$ cat src/rtl/qenc_pkg.sv
package qenc_pkg;
  typedef enum logic [1:0] {
    MODE_QUAD   = 2'd0,
    MODE_CLKDIR = 2'd1,
    MODE_BIDIR  = 2'd2,
    MODE_OFF    = 2'd3
  } qenc_mode_e;

  typedef enum logic [1:0] {
    DQ_ANY  = 2'd0,
    DQ_UP   = 2'd1,
    DQ_DOWN = 2'd2,
    DQ_RSVD = 2'd3
  } dir_qual_e;

  typedef enum logic [1:0] {
    BL_NONE = 2'd0,
    BL_AUX3 = 2'd1,
    BL_AUX4 = 2'd2,
    BL_RSVD = 2'd3
  } blank_sel_e;
endpackage

$ cat src/rtl/qenc_sync.sv
module qenc_sync #(
  parameter int WIDTH  = 5,
  parameter int STAGES = 2
) (
  input  logic             clk_i,
  input  logic             rst_ni,
  input  logic [WIDTH-1:0] d_i,
  output logic [WIDTH-1:0] q_o
);
  logic [WIDTH-1:0] stg_q [STAGES];

  always_ff @(posedge clk_i or negedge rst_ni) begin
    if (!rst_ni) stg_q[0] <= '0;
    else         stg_q[0] <= d_i;
  end

  for (genvar s = 1; s < STAGES; s++) begin : g_stage
    always_ff @(posedge clk_i or negedge rst_ni) begin
      if (!rst_ni) stg_q[s] <= '0;
      else         stg_q[s] <= stg_q[s-1];
    end
  end

  assign q_o = stg_q[STAGES-1];
endmodule

$ cat src/rtl/qenc_decode.sv
module qenc_decode
  import qenc_pkg::*;
(
  input  logic       clk_i,
  input  logic       rst_ni,
  input  logic [1:0] mode_i,
  input  logic       a_i,
  input  logic       b_i,
  output logic       step_o,
  output logic       down_o,
  output logic       err_o
);
  logic       pa_q, pb_q, err_q;
  logic [1:0] cur, prv;
  logic       fwd, bwd, illegal, rise_a, rise_b;
  qenc_mode_e mode;

  assign mode    = qenc_mode_e'(mode_i);
  assign cur     = {a_i, b_i};
  assign prv     = {pa_q, pb_q};
  assign fwd     = (cur == {prv[0], ~prv[1]});
  assign bwd     = (cur == {~prv[0], prv[1]});
  assign illegal = (mode == MODE_QUAD) && ((cur ^ prv) == 2'b11);
  assign rise_a  = a_i & ~pa_q;
  assign rise_b  = b_i & ~pb_q;

  always_comb begin
    step_o = 1'b0;
    down_o = 1'b0;
    unique case (mode)
      MODE_QUAD: begin
        step_o = fwd | bwd;
        down_o = bwd;
      end
      MODE_CLKDIR: begin
        step_o = rise_a;
        down_o = b_i;
      end
      MODE_BIDIR: begin
        step_o = rise_a ^ rise_b;
        down_o = rise_b;
      end
      default: ;
    endcase
  end

  always_ff @(posedge clk_i or negedge rst_ni) begin
    if (!rst_ni) begin
      pa_q  <= 1'b0;
      pb_q  <= 1'b0;
      err_q <= 1'b0;
    end else begin
      pa_q  <= a_i;
      pb_q  <= b_i;
      if (illegal) err_q <= 1'b1;
    end
  end

  assign err_o = err_q;

  AST_JUMP_NO_STEP: assert property (@(posedge clk_i) disable iff (!rst_ni)
    illegal |-> !step_o);
  AST_ERR_STICKY: assert property (@(posedge clk_i) disable iff (!rst_ni)
    err_o |=> err_o);
endmodule

$ cat src/rtl/qenc_index_qual.sv
module qenc_index_qual
  import qenc_pkg::*;
(
  input  logic       clk_i,
  input  logic       rst_ni,
  input  logic [1:0] mode_i,
  input  logic       idx_i,
  input  logic       a_i,
  input  logic       b_i,
  input  logic       aux3_i,
  input  logic       aux4_i,
  input  logic       aux3_pol_i,
  input  logic       aux4_pol_i,
  input  logic       dir_down_i,
  input  logic       en_i,
  input  logic [1:0] dir_sel_i,
  input  logic [1:0] blank_i,
  input  logic       first_i,
  input  logic [1:0] pos_i,
  output logic       hit_o
);
  logic      armed_q;
  dir_qual_e dir_sel_q;
  logic      pos_ok, dir_ok, blanked;

  always_comb begin
    unique case (qenc_mode_e'(mode_i))
      MODE_QUAD:   pos_ok = ({a_i, b_i} == pos_i);
      MODE_CLKDIR: pos_ok = (a_i == pos_i[0]);
      MODE_BIDIR:  pos_ok = (a_i == pos_i[0]) && (b_i == pos_i[0]);
      default:     pos_ok = 1'b0;
    endcase
  end

  always_comb begin
    unique case (dir_sel_q)
      DQ_UP:   dir_ok = !dir_down_i;
      DQ_DOWN: dir_ok = dir_down_i;
      default: dir_ok = 1'b1;
    endcase
  end

  always_comb begin
    unique case (blank_sel_e'(blank_i))
      BL_AUX3: blanked = aux3_i ^ aux3_pol_i;
      BL_AUX4: blanked = aux4_i ^ aux4_pol_i;
      default: blanked = 1'b0;
    endcase
  end

  assign hit_o = en_i && idx_i && pos_ok && dir_ok && !blanked && (!first_i || armed_q);

  always_ff @(posedge clk_i or negedge rst_ni) begin
    if (!rst_ni) begin
      dir_sel_q <= DQ_ANY;
      armed_q   <= 1'b1;
    end else begin
      if (!en_i)        dir_sel_q <= dir_qual_e'(dir_sel_i);
      if (!first_i)     armed_q   <= 1'b1;
      else if (hit_o)   armed_q   <= 1'b0;
    end
  end

  AST_OFF_NO_HIT: assert property (@(posedge clk_i) disable iff (!rst_ni)
    !en_i |-> !hit_o);
  AST_DIR_LOCKED: assert property (@(posedge clk_i) disable iff (!rst_ni)
    $past(en_i) |-> $stable(dir_sel_q));
  AST_FIRST_ONCE: assert property (@(posedge clk_i) disable iff (!rst_ni)
    (first_i && $past(first_i) && $past(hit_o)) |-> !hit_o);
endmodule

$ cat src/rtl/qenc_index_ctr.sv
module qenc_index_ctr
  import qenc_pkg::*;
#(
  parameter int CNT_W       = 16,
  parameter int SYNC_STAGES = 2
) (
  input  logic             clk_i,
  input  logic             rst_ni,
  input  logic [1:0]       mode_i,
  input  logic             enc_a_i,
  input  logic             enc_b_i,
  input  logic             index_i,
  input  logic             aux3_i,
  input  logic             aux4_i,
  input  logic             aux3_pol_i,
  input  logic             aux4_pol_i,
  input  logic             idx_en_i,
  input  logic [1:0]       idx_dir_i,
  input  logic [1:0]       idx_blank_i,
  input  logic             idx_first_i,
  input  logic [1:0]       idx_pos_i,
  input  logic [CNT_W-1:0] reload_i,
  input  logic             idx_flag_clr_i,
  output logic [CNT_W-1:0] count_o,
  output logic             dir_o,
  output logic             update_o,
  output logic             idx_flag_o,
  output logic             err_o
);
  localparam int SYNC_W = 5;

  logic [SYNC_W-1:0] raw, syn;
  logic              a_s, b_s, aux3_s, aux4_s, idx_s;
  logic              step, step_down, dir_eff, hit;
  logic [CNT_W-1:0]  cnt_q;
  logic              dir_q, upd_q, flag_q;

  assign raw = {index_i, aux4_i, aux3_i, enc_b_i, enc_a_i};
  assign {idx_s, aux4_s, aux3_s, b_s, a_s} = syn;

  qenc_sync #(.WIDTH(SYNC_W), .STAGES(SYNC_STAGES)) u_sync (
    .clk_i (clk_i), .rst_ni (rst_ni), .d_i (raw), .q_o (syn)
  );

  qenc_decode u_dec (
    .clk_i (clk_i), .rst_ni (rst_ni), .mode_i (mode_i),
    .a_i (a_s), .b_i (b_s),
    .step_o (step), .down_o (step_down), .err_o (err_o)
  );

  // direction seen by the qualifier: current step if any, else last one
  assign dir_eff = step ? step_down : dir_q;

  qenc_index_qual u_qual (
    .clk_i (clk_i), .rst_ni (rst_ni), .mode_i (mode_i),
    .idx_i (idx_s), .a_i (a_s), .b_i (b_s),
    .aux3_i (aux3_s), .aux4_i (aux4_s),
    .aux3_pol_i (aux3_pol_i), .aux4_pol_i (aux4_pol_i),
    .dir_down_i (dir_eff), .en_i (idx_en_i), .dir_sel_i (idx_dir_i),
    .blank_i (idx_blank_i), .first_i (idx_first_i), .pos_i (idx_pos_i),
    .hit_o (hit)
  );

  always_ff @(posedge clk_i or negedge rst_ni) begin
    if (!rst_ni) begin
      cnt_q  <= '0;
      dir_q  <= 1'b0;
      upd_q  <= 1'b0;
      flag_q <= 1'b0;
    end else begin
      upd_q <= 1'b0;
      if (step) dir_q <= step_down;
      if (hit) begin
        cnt_q <= '0;
      end else if (step && !step_down) begin
        if (cnt_q == reload_i) begin
          cnt_q <= '0;
          upd_q <= 1'b1;
        end else begin
          cnt_q <= cnt_q + 1'b1;
        end
      end else if (step) begin
        if (cnt_q == '0) begin
          cnt_q <= reload_i;
          upd_q <= 1'b1;
        end else begin
          cnt_q <= cnt_q - 1'b1;
        end
      end
      if (hit)                 flag_q <= 1'b1;
      else if (idx_flag_clr_i) flag_q <= 1'b0;
    end
  end

  assign count_o    = cnt_q;
  assign dir_o      = dir_q;
  assign update_o   = upd_q;
  assign idx_flag_o = flag_q;

  AST_IDX_CLEARS: assert property (@(posedge clk_i) disable iff (!rst_ni)
    hit |=> (count_o == '0));
  AST_IDX_FLAGS: assert property (@(posedge clk_i) disable iff (!rst_ni)
    hit |=> idx_flag_o);
  AST_UPD_AT_END: assert property (@(posedge clk_i) disable iff (!rst_ni)
    update_o |-> (count_o == '0 || count_o == $past(reload_i)));
endmodule

$ cat config.mk
export PLATFORM = sky130hd
export DESIGN_NAME = qenc_index_ctr
export DESIGN_NICKNAME = d
export VERILOG_FILES = /design/src/rtl/qenc_pkg.sv /design/src/rtl/qenc_sync.sv /design/src/rtl/qenc_decode.sv /design/src/rtl/qenc_index_qual.sv /design/src/rtl/qenc_index_ctr.sv
export SDC_FILE = /design/constraint.sdc
export NUM_CORES = 1
export LEC_CHECK = 0
export BUFFER_PORTS_ARGS = -buffer_cell sky130_fd_sc_hd__buf_4
export CORE_MARGIN = 8
export CORE_UTILIZATION = 55
export DETAILED_ROUTE_END_ITERATION = 10
export HOLD_SLACK_MARGIN = 0.02
export MAX_ROUTING_LAYER = met4
export PLACE_DENSITY = 0.79
export SYNTH_ARGS = -nofsm -noshare
export SYNTH_HDL_FRONTEND = slang
export SYNTH_SLANG_ARGS = --single-unit
$ cat constraint.sdc
create_clock -name clk_i -period 2.69 [get_ports clk_i]
set_input_delay 0.1345 -clock clk_i [delete_from_list [all_inputs] [get_ports clk_i]]
set_output_delay 0.1345 -clock clk_i [all_outputs]
set_load 0.02 [all_outputs]
==> run summary <==
====================================================================================
Outcome                                                                 complete, no violations
Final worst-path cycle share                                                  89.90%
Top_reg_cell synth                                                      sky130_fd_sc_hd__dfrtp_1
Yosys cell types                                                                  64
Cell count after synthesis                                                       346
Final slew viol count                                                              0
Warnings, synthesis                                                                0
Maximum VDD drop                                                           0.5000 mV
CP max stage cell                                                       sky130_fd_sc_hd__dfrtp_1
IO Port Bufs                                                                      55
Combined global-route utilization of all metal layers                         22.19%
Delay of the slowest cell on the worst path                                  0.41 ns
Vias after detailed routing                                                     2879
Startpoint types                                                                flop
Clock Sink Count                                                                  35
Clock Skew                                                               0.009345 ns
P_leak                                                                      1.467 nW
Reg2reg start                                                             u_dec.pa_q
Unrepaired setup endpoints after global routing                                false
Most repeated cell in the gate-level netlist after synthesis            sky130_fd_sc_hd__dfrtp_1
Clock-pin slew on the worst setup and hold paths                             0.08 ns
Data required, critical path                                                 2.90 ns
Remaining global-route overflow                                                    0
CTS Buffer Depth                                                                   2
Length in cells of the worst reg-to-reg path                                       9
Number of nets in the final layout                                               446
Highest achievable clock rate                                             0.4135 GHz
Vertical die dimension                                                      88.90 um
Master cell of the clock root buffer                                    sky130_fd_sc_hd__clkbuf_8
Maximum number of pins on one net before global-route repair                      36
Cts bufs inserted                                                                  5
Reg-to-reg endpoint                                                      count_o[15]
HPWL after detailed placement                                               5.958 mm
Asr flop ratio synth                                                          100.0%
Post-DRT Antenna Nets                                                              0
Final hold viol count                                                              0
Later-pin clock latency in the skew report                                   0.29 ns
Worst hold path cell count                                                         2
Signal arrival time at the worst endpoint                                    2.63 ns
Max-slew headroom at the worst pin                                            40.58%
Final setup violation count                                                        0
Overall die width                                                           88.90 um
Kind of critical path                                                   flop to flop
Wirelength per Cell                                                         17.32 um
Design Power                                                                2.930 mW
Fraction of final layout cells with drive strength greater than 1             28.11%
Kind of path behind the tightest hold check                             input pin to flop
Clock tree from TritonCTS                                                        yes
Last weighted congestion value of the routability-driven placer               0.9700
Max-cap check violation count                                                      0
Worst hold path endpoint                                                u_qual.dir_sel_q[1]
DIE AREA                                                                0.007903 mm2
Source of the worst hold timing path                                    idx_dir_i[1]
Total Wirelength                                                            8.174 mm
Register-to-Register Setup Slack                                             0.27 ns
FP Rows                                                                           26
Share of Yosys cell area claimed by the top area cell type                    29.11%
Sequential-to-total area share from yosys stat                                30.01%
Count of inserted antenna diode cells                                              0
Number of detailed-route iterations in the first pass                              4
Detailed-route DRC error count                                                     0
Cells resized by post-CTS repair                                                   0
Leading area contributor after synthesis                                sky130_fd_sc_hd__dfrtp_1
Commonest cells in the netlist                                          sky130_fd_sc_hd__dfrtp_1 (34), sky130_fd_sc_hd__nor2_1 (30), sky130_fd_sc_hd__xnor2_1 (23)
Area grow syn2layout                                                          22.99%
Number of register bits inferred by synthesis                                     35
Deepest level of the CTS H-tree                                                    2
EDFF count, synth                                                                  0
Crit-path cells                                                         inv_1 > ha_1 > xor2_1 > a22oi_1 > o311ai_1 > a311oi_2 > nor4bb_4 > buf_12 > nor3_1
Number of fill cells in the layout                                               418
CP Capture Type                                                                 flop
Setup tns final                                                                 0 ns
Number of top-level pins                                                          56
P per Cell Area                                                         815.2 mW/mm2
Family with the most delay on the worst path                            compound AO/OA/AOI/OAI gates
Starting Density                                                              57.23%
Wire length of the first global-routing pass                                13.30 mm
Number of antenna violations at the first check in global routing                  0
Transition time at the pin with the least slew margin                      0.8860 ns
Avg Vias per Cell                                                              6.100
Synthesized net count                                                            391
Peak fanout along the critical path                                               18
DRC violation total after the first TritonRoute iteration                        255
Via count of the first global-routing pass                                      2740
Count of buffering cells on the critical path with inverters included              2
Summed instance area of the synthesized netlist                         0.002923 mm2
Shortest period the worst path allows                                       2.418 ns
Core box area                                                           0.005107 mm2
Avg Cell Area, Syn                                                         8.447 um2
Top post-synthesis cells by area                                        sky130_fd_sc_hd__dfrtp_1 (29%), sky130_fd_sc_hd__xnor2_1 (6.9%), sky130_fd_sc_hd__ha_1 (3.9%)
====================================================================================
where the power goes:
part           internal [mW]  switching [mW]  leakage (nW)
clock                  0.181           0.201        0.0412
sequential             0.651           0.324         0.411
combinational          0.735           0.838          1.01
how the worst max path moves through the flow:
stage	startpoint	to	slack, ns	cells after the start
after CTS	u_sync.q_o[1]	count_o[15]	0.26	8
after floorplan	count_o[0]	count_o[8]	0.34	10
after global routing	u_sync.q_o[1]	count_o[15]	0.06	8
after global placement	u_sync.q_o[1]	count_o[1]	0.37	8
after detailed placement	u_sync.q_o[1]	count_o[15]	0.28	8
final	u_dec.pa_q	count_o[15]	0.27	9
placed cells by master, fill, tap and decap left out, types with 2 or more instances in the layout:
cell and count:
sky130_fd_sc_hd__buf_4 74, sky130_fd_sc_hd__dfrtp_1 34, sky130_fd_sc_hd__nor2_1 30, sky130_fd_sc_hd__xnor2_1 23, sky130_fd_sc_hd__nand2_1 17, sky130_fd_sc_hd__a21oi_1 15, sky130_fd_sc_hd__inv_1 13, sky130_fd_sc_hd__nand4_1 13
sky130_fd_sc_hd__o21ai_0 13, sky130_fd_sc_hd__o211ai_1 13, sky130_fd_sc_hd__nand3_1 12, sky130_fd_sc_hd__nor3_1 11, sky130_fd_sc_hd__a21oi_2 10, sky130_fd_sc_hd__nor4_1 10, sky130_fd_sc_hd__ha_1 9, sky130_fd_sc_hd__xor2_1 8
sky130_fd_sc_hd__dlygate4sd3_1 7, sky130_fd_sc_hd__nor2b_1 5, sky130_fd_sc_hd__a22oi_1 5, sky130_fd_sc_hd__a21o_1 5, sky130_fd_sc_hd__or3_1 5, sky130_fd_sc_hd__clkbuf_8 5, sky130_fd_sc_hd__and3_1 3, sky130_fd_sc_hd__nor4_2 3
sky130_fd_sc_hd__nor4b_1 3, sky130_fd_sc_hd__a221oi_1 3, sky130_fd_sc_hd__nor3b_1 3, sky130_fd_sc_hd__o311ai_0 3, sky130_fd_sc_hd__a211o_1 2, sky130_fd_sc_hd__nor3_2 2, sky130_fd_sc_hd__or4_1 2, sky130_fd_sc_hd__o221a_2 2
sky130_fd_sc_hd__o31ai_1 2, sky130_fd_sc_hd__mux2_2 2, sky130_fd_sc_hd__mux2i_1 2, sky130_fd_sc_hd__nand2b_1 2
worst reg2reg max path: stages (launching register included):
cell and delay (ns):
sky130_fd_sc_hd__dfrtp_1 0.41, sky130_fd_sc_hd__inv_1 0.06, sky130_fd_sc_hd__ha_1 0.22, sky130_fd_sc_hd__xor2_1 0.14, sky130_fd_sc_hd__a22oi_1 0.35, sky130_fd_sc_hd__o311ai_1 0.24, sky130_fd_sc_hd__a311oi_2 0.41, sky130_fd_sc_hd__nor4bb_4 0.10
sky130_fd_sc_hd__buf_12 0.18, sky130_fd_sc_hd__nor3_1 0.22
final cells by class:
type	count	area (um2)	share of cell area, %
Inverter	13	48.80	1.357
Tap cell	70	87.58	2.436
Multi-Input combinational cell	264	1851	51.48
Timing Repair Buffer	82	645.6	17.96
Sequential cell	35	877.1	24.40
Clock buffer	6	72.57	2.019
Clock inverter	2	12.51	0.3481
cell families (layout without fill, tap and decap cells):
group                    count (synthesis)  after routing  synth area share [%]
AND/OR/NAND/NOR                        129            129                 24.83
AO/OA/AOI/OAI                           90             90                 22.82
buffers and inverters                   47            103                 7.192
flip-flops                              35             35                 30.01
XOR/XNOR                                32             32                 9.846
adder cells (fa/ha/maj)                  9              9                 3.853
multiplexers                             4              4                 1.455
what timing repair did:
| action | in CTS | in global routing |
|---|---|---|
| hold endpoints to repair | 40 | 0 |
| buffers inserted | 0 | 0 |
| hold buffers | 7 | 0 |
sequential cells by signal (all words and copies together) (netlist names), 2 cells and up:
register,cells
u_qual.dir_sel_q,2
u_sync.q_o,5
count_o,16
u_sync.stg_q,5
layer usage:
layer	routed length, um	vias to the layer above	GRT usage [%]
li1	-	1381	-
met1	3632	1373	28.82
met2	3855	114	35.11
met3	570	11	3.217
met4	116	0	5.837
met5	0	-	-
through the flow:
stage	instance area (um2)	std cells	utilization (%)	setup WS (ns)	hold slack (ns)
after floorplan	2923	346	-	0.3413	-0.1611
after global placement	3440	457	67.34	0.3654	0.1206
after detailed placement	3440	457	67.34	0.2798	0.1243
after CTS	3595	472	70.38	0.2588	0.06620
after global routing	3595	472	70.38	0.06062	0.07030
final	3595	472	70.38	0.2717	0.07117
(Power assumes the default switching activity.)
